$ cat config.mk
export PLATFORM = sky130hd
export DESIGN_NAME = link_speed_seq
export DESIGN_NICKNAME = d
export VERILOG_FILES = /design/src/rtl/lss_pkg.sv /design/src/rtl/lss_bus_master.sv /design/src/rtl/lss_us_timer.sv /design/src/rtl/lss_poll_ctr.sv /design/src/rtl/link_speed_seq.sv
export SDC_FILE = /design/constraint.sdc
export NUM_CORES = 1
export LEC_CHECK = 0
export CAP_MARGIN = 20
export CORE_MARGIN = 2
export CORE_UTILIZATION = 28
export DETAILED_ROUTE_END_ITERATION = 8
export SLEW_MARGIN = 15
export SYNTH_ARGS = -nofsm -noshare
export SYNTH_HDL_FRONTEND = slang
export SYNTH_SLANG_ARGS = --single-unit
$ cat constraint.sdc
create_clock -name clk -period 4.8 [get_ports clk]
set_input_delay 0.96 -clock clk [delete_from_list [all_inputs] [get_ports clk]]
set_output_delay 0.96 -clock clk [all_outputs]
set_load 0.01 [all_outputs]
$ cat src/rtl/lss_pkg.sv
package lss_pkg;

   typedef enum logic [3:0] {
      S_IDLE,
      S_CAP_RD,
      S_CAP_WR,
      S_LU_RD,
      S_LU_GAP,
      S_CAP2_RD,
      S_CAP2_WR,
      S_SC_RD,
      S_SC_WR,
      S_SC_POLL,
      S_SC_GAP,
      S_STS_RD,
      S_REC
   } seq_state_e;

   // register offsets inside the controller window
   localparam int OFF_CAP = 'h07C;
   localparam int OFF_STS = 'h080;
   localparam int OFF_DBG = 'h72C;
   localparam int OFF_SPD = 'h80C;

   // field positions decoded by the sequencer
   localparam int CAP_W         = 4;
   localparam int DBG_UP_BIT    = 4;
   localparam int DBG_TRAIN_BIT = 29;
   localparam int SPD_CHG_BIT   = 17;
   localparam int STS_SPD_LSB   = 16;

endpackage

$ cat src/rtl/lss_bus_master.sv
module lss_bus_master #(
   parameter int AW        = 12,
   parameter int DW        = 32,
   parameter bit REG_RDATA = 1
) (
   input  logic          clk,
   input  logic          rst_n,
   input  logic          go,
   input  logic          go_we,
   input  logic [AW-1:0] go_addr,
   input  logic [DW-1:0] go_wdata,
   output logic          bus_req,
   output logic          bus_we,
   output logic [AW-1:0] bus_addr,
   output logic [DW-1:0] bus_wdata,
   input  logic          bus_ack,
   input  logic [DW-1:0] bus_rdata,
   output logic          xfer_done,
   output logic [DW-1:0] xfer_rdata
);

   logic hit;
   assign hit = bus_req && bus_ack;

   always_ff @(posedge clk) begin
      if (!rst_n) begin
         bus_req   <= 1'b0;
         bus_we    <= 1'b0;
         bus_addr  <= '0;
         bus_wdata <= '0;
      end else if (hit) begin
         bus_req <= 1'b0;
      end else if (go && !bus_req) begin
         bus_req   <= 1'b1;
         bus_we    <= go_we;
         bus_addr  <= go_addr;
         bus_wdata <= go_wdata;
      end
   end

   generate
      if (REG_RDATA) begin : g_reg
         logic          done_q;
         logic [DW-1:0] rdata_q;
         always_ff @(posedge clk) begin
            if (!rst_n) begin
               done_q  <= 1'b0;
               rdata_q <= '0;
            end else begin
               done_q <= hit;
               if (hit) rdata_q <= bus_rdata;
            end
         end
         assign xfer_done  = done_q;
         assign xfer_rdata = rdata_q;
      end else begin : g_thru
         assign xfer_done  = hit;
         assign xfer_rdata = bus_rdata;
      end
   endgenerate

   // request and its payload hold until acknowledged
   a_r11_req_held: assert property (@(posedge clk) disable iff (!rst_n)
      bus_req && !bus_ack |=> bus_req && $stable(bus_we) && $stable(bus_addr) && $stable(bus_wdata));

endmodule

$ cat src/rtl/lss_us_timer.sv
module lss_us_timer #(
   parameter int TW = 12
) (
   input  logic          clk,
   input  logic          rst_n,
   input  logic          load,
   input  logic [TW-1:0] load_val,
   input  logic          us_tick,
   output logic          fire
);

   logic [TW-1:0] cnt_q;

   assign fire = us_tick && (cnt_q == TW'(1));

   always_ff @(posedge clk) begin
      if (!rst_n)                       cnt_q <= '0;
      else if (load)                    cnt_q <= load_val;
      else if (us_tick && cnt_q != '0)  cnt_q <= cnt_q - TW'(1);
   end

endmodule

$ cat src/rtl/lss_poll_ctr.sv
module lss_poll_ctr #(
   parameter int PW = 10
) (
   input  logic          clk,
   input  logic          rst_n,
   input  logic          clr,
   input  logic          bump,
   input  logic [PW-1:0] limit,
   output logic          at_last
);

   logic [PW-1:0] cnt_q;

   assign at_last = (cnt_q == limit - PW'(1));

   always_ff @(posedge clk) begin
      if (!rst_n)     cnt_q <= '0;
      else if (clr)   cnt_q <= '0;
      else if (bump)  cnt_q <= cnt_q + PW'(1);
   end

endmodule

$ cat src/rtl/link_speed_seq.sv
module link_speed_seq
   import lss_pkg::*;
#(
   parameter int AW                 = 12,
   parameter int DW                 = 32,
   parameter int LINK_POLLS         = 1000,
   parameter int LINK_GAP_US        = 1,
   parameter int SPD_POLLS          = 200,
   parameter int SPD_GAP_US         = 100,
   parameter int RECOVER_US         = 2000,
   parameter bit REQUIRE_TRAIN_DONE = 1,
   parameter bit REG_RDATA          = 1
) (
   input  logic          clk,
   input  logic          rst_n,
   input  logic          start,
   input  logic [1:0]    max_gen,
   input  logic          us_tick,
   output logic          bus_req,
   output logic          bus_we,
   output logic [AW-1:0] bus_addr,
   output logic [DW-1:0] bus_wdata,
   input  logic          bus_ack,
   input  logic [DW-1:0] bus_rdata,
   output logic          ltssm_en,
   output logic          done,
   output logic          fail,
   output logic [3:0]    link_speed,
   output logic          phy_rec_req,
   output logic [1:0]    rx_ovrd
);

   localparam int POLL_MAX = (LINK_POLLS > SPD_POLLS) ? LINK_POLLS : SPD_POLLS;
   localparam int PW       = $clog2(POLL_MAX + 1);
   localparam int GAP_MAX  = (LINK_GAP_US > SPD_GAP_US) ? LINK_GAP_US : SPD_GAP_US;
   localparam int TMR_MAX  = (GAP_MAX > RECOVER_US) ? GAP_MAX : RECOVER_US;
   localparam int TW       = $clog2(TMR_MAX + 1);

   // elaboration-time parameter checks
   if (DW < 32) begin : g_bad_dw
      $error("DW must be at least 32");
   end
   if (AW < 12) begin : g_bad_aw
      $error("AW must cover offset 0x80C");
   end
   if (LINK_POLLS < 1 || SPD_POLLS < 1) begin : g_bad_polls
      $error("poll limits must be at least 1");
   end
   if (LINK_GAP_US < 1 || SPD_GAP_US < 1 || RECOVER_US < 1) begin : g_bad_time
      $error("intervals must be at least one tick");
   end

   seq_state_e    state_q, state_d;
   logic          in_flight_q;
   logic [DW-1:0] rmw_q;
   logic          gen2_q, second_q;
   logic          ltssm_q, done_q, fail_q, rec_pulse_q;
   logic [3:0]    speed_q;

   logic          op_go, op_we, bus_step;
   logic [AW-1:0] op_addr;
   logic [DW-1:0] op_wdata;
   logic          xfer_done;
   logic [DW-1:0] xfer_rdata;
   logic          dbg_up;

   logic          tmr_load, tmr_fire;
   logic [TW-1:0] tmr_val;
   logic          pc_clr, pc_bump, pc_last;
   logic [PW-1:0] pc_limit;

   // link-up decode variant
   generate
      if (REQUIRE_TRAIN_DONE) begin : g_up_strict
         assign dbg_up = xfer_rdata[DBG_UP_BIT] && !xfer_rdata[DBG_TRAIN_BIT];
      end else begin : g_up_loose
         assign dbg_up = xfer_rdata[DBG_UP_BIT];
      end
   endgenerate

   // bus step decode
   always_comb begin
      bus_step = 1'b1;
      op_we    = 1'b0;
      op_addr  = '0;
      op_wdata = '0;
      unique case (state_q)
         S_CAP_RD:  op_addr = AW'(OFF_CAP);
         S_CAP_WR:  begin
            op_addr  = AW'(OFF_CAP);
            op_we    = 1'b1;
            op_wdata = {rmw_q[DW-1:CAP_W], CAP_W'(1)};
         end
         S_LU_RD:   op_addr = AW'(OFF_DBG);
         S_CAP2_RD: op_addr = AW'(OFF_CAP);
         S_CAP2_WR: begin
            op_addr  = AW'(OFF_CAP);
            op_we    = 1'b1;
            op_wdata = {rmw_q[DW-1:CAP_W], CAP_W'(2)};
         end
         S_SC_RD:   op_addr = AW'(OFF_SPD);
         S_SC_WR:   begin
            op_addr  = AW'(OFF_SPD);
            op_we    = 1'b1;
            op_wdata = rmw_q | (DW'(1) << SPD_CHG_BIT);
         end
         S_SC_POLL: op_addr = AW'(OFF_SPD);
         S_STS_RD:  op_addr = AW'(OFF_STS);
         default:   bus_step = 1'b0;
      endcase
   end

   assign op_go    = bus_step && !in_flight_q;
   assign pc_limit = (state_q == S_SC_POLL) ? PW'(SPD_POLLS) : PW'(LINK_POLLS);

   // next-state logic
   always_comb begin
      state_d  = state_q;
      tmr_load = 1'b0;
      tmr_val  = '0;
      pc_clr   = 1'b0;
      pc_bump  = 1'b0;
      unique case (state_q)
         S_IDLE:    if (start) state_d = S_CAP_RD;
         S_CAP_RD:  if (xfer_done) state_d = S_CAP_WR;
         S_CAP_WR:  if (xfer_done) begin
            state_d = S_LU_RD;
            pc_clr  = 1'b1;
         end
         S_LU_RD:   if (xfer_done) begin
            if (dbg_up) begin
               pc_clr  = 1'b1;
               state_d = second_q ? S_STS_RD : (gen2_q ? S_CAP2_RD : S_SC_RD);
            end else if (pc_last) begin
               state_d  = S_REC;
               tmr_load = 1'b1;
               tmr_val  = TW'(RECOVER_US);
            end else begin
               pc_bump  = 1'b1;
               state_d  = S_LU_GAP;
               tmr_load = 1'b1;
               tmr_val  = TW'(LINK_GAP_US);
            end
         end
         S_LU_GAP:  if (tmr_fire) state_d = S_LU_RD;
         S_CAP2_RD: if (xfer_done) state_d = S_CAP2_WR;
         S_CAP2_WR: if (xfer_done) state_d = S_SC_RD;
         S_SC_RD:   if (xfer_done) state_d = S_SC_WR;
         S_SC_WR:   if (xfer_done) begin
            state_d = S_SC_POLL;
            pc_clr  = 1'b1;
         end
         S_SC_POLL: if (xfer_done) begin
            if (!xfer_rdata[SPD_CHG_BIT]) begin
               pc_clr  = 1'b1;
               state_d = S_LU_RD;
            end else if (pc_last) begin
               state_d  = S_REC;
               tmr_load = 1'b1;
               tmr_val  = TW'(RECOVER_US);
            end else begin
               pc_bump  = 1'b1;
               state_d  = S_SC_GAP;
               tmr_load = 1'b1;
               tmr_val  = TW'(SPD_GAP_US);
            end
         end
         S_SC_GAP:  if (tmr_fire) state_d = S_SC_POLL;
         S_STS_RD:  if (xfer_done) state_d = S_IDLE;
         S_REC:     if (tmr_fire) state_d = S_IDLE;
         default:   state_d = S_IDLE;
      endcase
   end

   always_ff @(posedge clk) begin
      if (!rst_n) begin
         state_q     <= S_IDLE;
         in_flight_q <= 1'b0;
         rmw_q       <= '0;
         gen2_q      <= 1'b0;
         second_q    <= 1'b0;
         ltssm_q     <= 1'b0;
         done_q      <= 1'b0;
         fail_q      <= 1'b0;
         rec_pulse_q <= 1'b0;
         speed_q     <= '0;
      end else begin
         state_q     <= state_d;
         rec_pulse_q <= (state_q != S_REC) && (state_d == S_REC);
         if (xfer_done)  in_flight_q <= 1'b0;
         else if (op_go) in_flight_q <= 1'b1;
         if (xfer_done)  rmw_q <= xfer_rdata;
         if (state_q == S_IDLE && start) begin
            done_q   <= 1'b0;
            fail_q   <= 1'b0;
            ltssm_q  <= 1'b0;
            second_q <= 1'b0;
            gen2_q   <= (max_gen == 2'd2);
         end
         if (state_q == S_CAP_WR && xfer_done) ltssm_q <= 1'b1;
         if (state_q == S_SC_POLL && xfer_done && !xfer_rdata[SPD_CHG_BIT]) second_q <= 1'b1;
         if (state_q == S_STS_RD && xfer_done) begin
            done_q  <= 1'b1;
            speed_q <= xfer_rdata[STS_SPD_LSB +: 4];
         end
         if (state_q == S_REC && tmr_fire) fail_q <= 1'b1;
      end
   end

   lss_bus_master #(.AW(AW), .DW(DW), .REG_RDATA(REG_RDATA)) u_bus (
      .clk        (clk),
      .rst_n      (rst_n),
      .go         (op_go),
      .go_we      (op_we),
      .go_addr    (op_addr),
      .go_wdata   (op_wdata),
      .bus_req    (bus_req),
      .bus_we     (bus_we),
      .bus_addr   (bus_addr),
      .bus_wdata  (bus_wdata),
      .bus_ack    (bus_ack),
      .bus_rdata  (bus_rdata),
      .xfer_done  (xfer_done),
      .xfer_rdata (xfer_rdata)
   );

   lss_us_timer #(.TW(TW)) u_tmr (
      .clk      (clk),
      .rst_n    (rst_n),
      .load     (tmr_load),
      .load_val (tmr_val),
      .us_tick  (us_tick),
      .fire     (tmr_fire)
   );

   lss_poll_ctr #(.PW(PW)) u_poll (
      .clk     (clk),
      .rst_n   (rst_n),
      .clr     (pc_clr),
      .bump    (pc_bump),
      .limit   (pc_limit),
      .at_last (pc_last)
   );

   assign ltssm_en    = ltssm_q;
   assign done        = done_q;
   assign fail        = fail_q;
   assign link_speed  = speed_q;
   assign phy_rec_req = rec_pulse_q;
   assign rx_ovrd     = {2{state_q == S_REC}};

   // training is enabled right after the speed-cap write
   a_r2_ltssm_after_cap: assert property (@(posedge clk) disable iff (!rst_n)
      $rose(ltssm_en) |-> bus_we && bus_addr == AW'(OFF_CAP));
   // done follows the status read
   a_r8_done_after_sts: assert property (@(posedge clk) disable iff (!rst_n)
      $rose(done) |-> !bus_we && bus_addr == AW'(OFF_STS));
   // recovery request is a single-cycle pulse
   a_r9_rec_pulse: assert property (@(posedge clk) disable iff (!rst_n)
      phy_rec_req |=> !phy_rec_req);
   // no bus traffic while overrides are held
   a_r9_quiet_bus: assert property (@(posedge clk) disable iff (!rst_n)
      rx_ovrd != 2'b00 |-> !bus_req);
   // outcome flags are exclusive and sticky
   a_r10_excl: assert property (@(posedge clk) disable iff (!rst_n)
      !(done && fail));
   a_r10_done_hold: assert property (@(posedge clk) disable iff (!rst_n)
      done && !start |=> done);
   a_r10_fail_hold: assert property (@(posedge clk) disable iff (!rst_n)
      fail && !start |=> fail);

endmodule

==> flow_results.org <==
** Status
- The run finished with clean final reports.

** STA
- Final hold analysis gives a worst-case slack of 0.455 ns.
- In the final timing run, aggregate negative setup slack is 0 ns.
- Setup slack on the critical path of the routed design comes to approximately 1.3 ns.
- Minimum period implied by the final worst setup slack :: 3.45 ns
- Setup violations remaining at the end of the flow were counted as 0.
- Derived from the worst setup path, the maximum achievable clock frequency is 290 MHz.
- Number of pins with negative max-slew slack in the final report :: 0
- After layout, the worst path uses a little under three quarters of the clock period.
- Setup repair after global routing left no endpoint under its margin.
- For the pin with the worst max-slew slack, the measured transition is slightly above 1 ns.
- Slew headroom :: a little under a third
- Worst Skew :: 0.00903 ns
- The count of final hold-check violations came to 0.

** Floorplan
- Total die area :: ~21000 µm²
- Io pins :: 95
- In this run the standard cell core region covers just over 20000 µm².
- Measured along the x axis, the die boundary spans 146 µm.
- Height of the die :: approximately 150 µm
- Starting density of the core :: 28.3%
- After floorplanning, the core was divided into 52 placement rows.

** CTS
- Hold buffer count at CTS :: 0
- CTS Buffer Depth :: 2
- The root buffer cell chosen for the clock tree is clkbuf_16.
- After clock tree synthesis, the setup repair step added 0 buffers.
- After clock tree synthesis, the clock-pin slew on the worst setup and hold paths is 0.06 ns.
- H-Tree Level Count :: 4
- Clock tree sinks :: between 100 and 150
- Post-cts repair resize count :: 0
- CTS tree :: built
- Counting the buffers created by CTS gives 17.
- Later-pin clock latency in the skew report :: ~0.42 ns

** Global route
- Final global-route overflow total :: 0
- The via count of the first global-routing pass is roughly 4000.
- The initial antenna violation count came to 0.
- First-pass GRT wire length :: 22.2 mm
- Global routing used approximately an eighth of the available tracks.
- Entering global routing, the biggest net connects 45 pins.

** Critical path
- R2r setup slk :: 1.96 ns
- The worst setup path is launched from a flop.
- Kind of capture point of the worst setup path :: output port
- Capturing instance or port of the critical path :: rx_ovrd[0]
- Along the worst path, the maximum fanout reaches 19.
- The endpoint identified for the worst register-to-register timing path is u_bus.bus_wdata[29].
- R2r startpoint :: state_q[1]
- Worst path required time :: about 3.8 ns
- The number of cells on the worst reg-to-reg path is 6.
- Endpoint arrival time on the critical path :: 2.49 ns
- Critical path class :: reg -> out
- In this run the worst setup path begins at state_q[2].

** Synth
- Among all flip-flop cells after synthesis, the most frequent one is dfxtp_1.
- Synthesis produced a netlist whose cell count is roughly 550.
- Averaged over all synthesized cells, the footprint is between 10 and 15 µm².
- Synth warn :: 0
- Yosys reg bits :: 141
- The synthesized design contains 0 enable-type register cells.
- Counting distinct cell types in the post-synthesis netlist gives 63.
- After synthesis, flip-flops and latches occupy 49.7% of the total area.
- Post-synthesis async set-or-reset flop share :: 0%
- The synthesized netlist occupies a cell area of 5680 µm².

** Finish
- The number of antenna diodes in the final layout is 0.
- Layout Cells excl Fill :: 904
- Total Nets Final :: 664
- The post-route netlist has 8.52% of its cells at a drive strength greater than 1.
- The area growth from synthesis to layout is 29.5%.

** Drt
- Final ANT Viol Nets :: 0
- Via count normalized by instance count :: 4.68
- Aggregate routed wire length :: 13.8 mm
- First drt pass iteration count :: 4
- Total via count after detailed routing :: between 4000 and 5000
- In the routed design, unresolved DRC markers number 0.
- In the final routed layout, each cell accounts on average for around 15 µm.
- For this block, the initial DRC count from the detailed router was 179.

** Power and ir drop
- Clock Power Share :: 42.1%
- VDD sags by at most 0.000243 V.
- Int Pwr :: 2.28 mW
- Comb pwr share :: 15.9%
- Leakage power :: 2.57 nW
- For this design the total switching power over the nets is 0.848 mW.
- The completed layout was analyzed and its total power is roughly 3.1 mW.
- In this run the power density over the cells is between 400 and 500 nW/µm².
- Portion of total power attributed to sequential cells :: 42.0%
- Net switching share of the total power :: a little over a quarter

** Min path
- Worst hold-check path type :: reg -> reg
- Startpoint of the lowest-slack hold path :: u_bus.bus_wdata[1]

** Place
- Timing analysis after detailed placement gives a worst setup slack of 1.75 ns.
- Last weighted congestion value of the routability-driven placer :: 0.800
- The count of buffers added on input and output ports is between 90 and 100.
- Number of cells after detailed placement :: 872
- The HPWL after detailed placement is 9.22 mm.

** Job
- Max capacitance violation total :: 0
## state kept, by name (all words and copies together) (netlist names)
name / flops
done: 1
fail: 1
gen2_q: 1
in_flight_q: 1
link_speed: 4
ltssm_en: 1
phy_rec_req: 1
rmw_q: 32
second_q: 1
state_q: 4
u_bus.bus_addr: 6
u_bus.bus_req: 1
u_bus.bus_wdata: 32
u_bus.bus_we: 1
u_bus.xfer_done: 1
u_bus.xfer_rdata: 32
u_poll.cnt_q: 10
u_tmr.cnt_q: 11
## stage by stage
stage | util, % | area, µm²
after CTS | 36.6 | 7360
after detailed placement | 33.6 | 6750
after floorplan | - | 5690
final | 36.6 | 7360
after global routing | 36.6 | 7360
after global placement | 33.6 | 6750
## worst min-delay path by stage
stage,end,cells past startpoint
3_3_place_gp,u_bus.bus_addr[7],2
3_5_place_dp,u_bus.bus_wdata[1],2
6_report,u_bus.bus_wdata[1],2
2_1_floorplan,u_bus.bus_wdata[12],1
5_1_grt,u_bus.bus_wdata[19],1
4_1_cts,u_bus.bus_wdata[1],2
## cell usage after synthesis, drive strengths merged, types with 4 or more instances
master / instances / area [µm²]
nand2: 30 / 120
nand2b: 4 / 32.5
or3: 9 / 61.3
xor2: 4 / 35.0
ha: 4 / 50.1
dfxtp: 141 / 2820
mux2i: 39 / 390
and3: 7 / 43.8
nor3: 6 / 41.3
buf: 24 / 169
inv: 6 / 22.5
a22o: 60 / 526
a22oi: 4 / 30.0
nor4: 6 / 50.0
o22ai: 4 / 25.0
or4: 7 / 60.1
a21oi: 14 / 70.1
o21ai: 12 / 63.8
nor2: 25 / 93.8
clkbuf: 18 / 67.6
nand3: 12 / 60.1
xnor2: 9 / 78.8
nor2b: 47 / 294
a21boi: 9 / 67.6
## area by class of cell
type / instances / area [µm²]
repair buffers: 97 / 953
clock inverters: 11 / 133
inverters: 6 / 22.5
flip-flops and latches: 141 / 2820
well taps: 270 / 338
multi-input cells: 358 / 2620
fillers: 1982 / 12700
clock buffers: 21 / 470
## cell usage in the layout, fill, tap and decap left out, drive strengths merged, types with 6 or more instances in the layout
cell type      instances
a21boi                 9
a21oi                 14
a22o                  60
and3                   7
buf                    6
clkbuf                21
clkdlybuf4s50         91
dfxtp                141
inv                    8
mux2i                 39
nand2                 30
nand3                 12
nor2                  25
nor2b                 47
nor3                   6
nor4                   6
o21ai                 12
or3                    9
or4                    7
xnor2                  9
## cells by family after synthesis
| logic type | share of synthesized area, % |
|---|---|
| simple gates | 16.9 |
| flops | 49.7 |
| compound gates | 19.1 |
| buf+inv | 4.56 |
| mux | 6.87 |
| xor+xnor | 2.00 |
| fa+ha+maj | 0.881 |
| other cells | 0.0660 |
## critical path, cell delays in order (launching register included)
cell	delay, ns
dfxtp_1	0.73
nand2_1	0.25
nor3_1	0.46
clkdlybuf4s50_1	0.64
## power groups by stage
stage	sequential, mW	clock, mW	combinational [mW]
final	1.31	1.32	0.497
after global routing	1.33	1.40	0.555
after CTS	1.31	1.35	0.498
after detailed placement	1.34	0	0.492
after global placement	1.34	0	0.490
after floorplan	1.31	0	0.378
## layer usage
layer / track usage, % / vias to the layer above / part of all wire, %
li1: - / 2139 / -
met1: 17.7 / 1968 / 49
met2: 19.6 / 109 / 44
met3: 4.41 / 14 / 6.3
met4: 4.71 / 0 / 1.6
met5: 0 / - / 0
(Power assumes the default switching activity.)
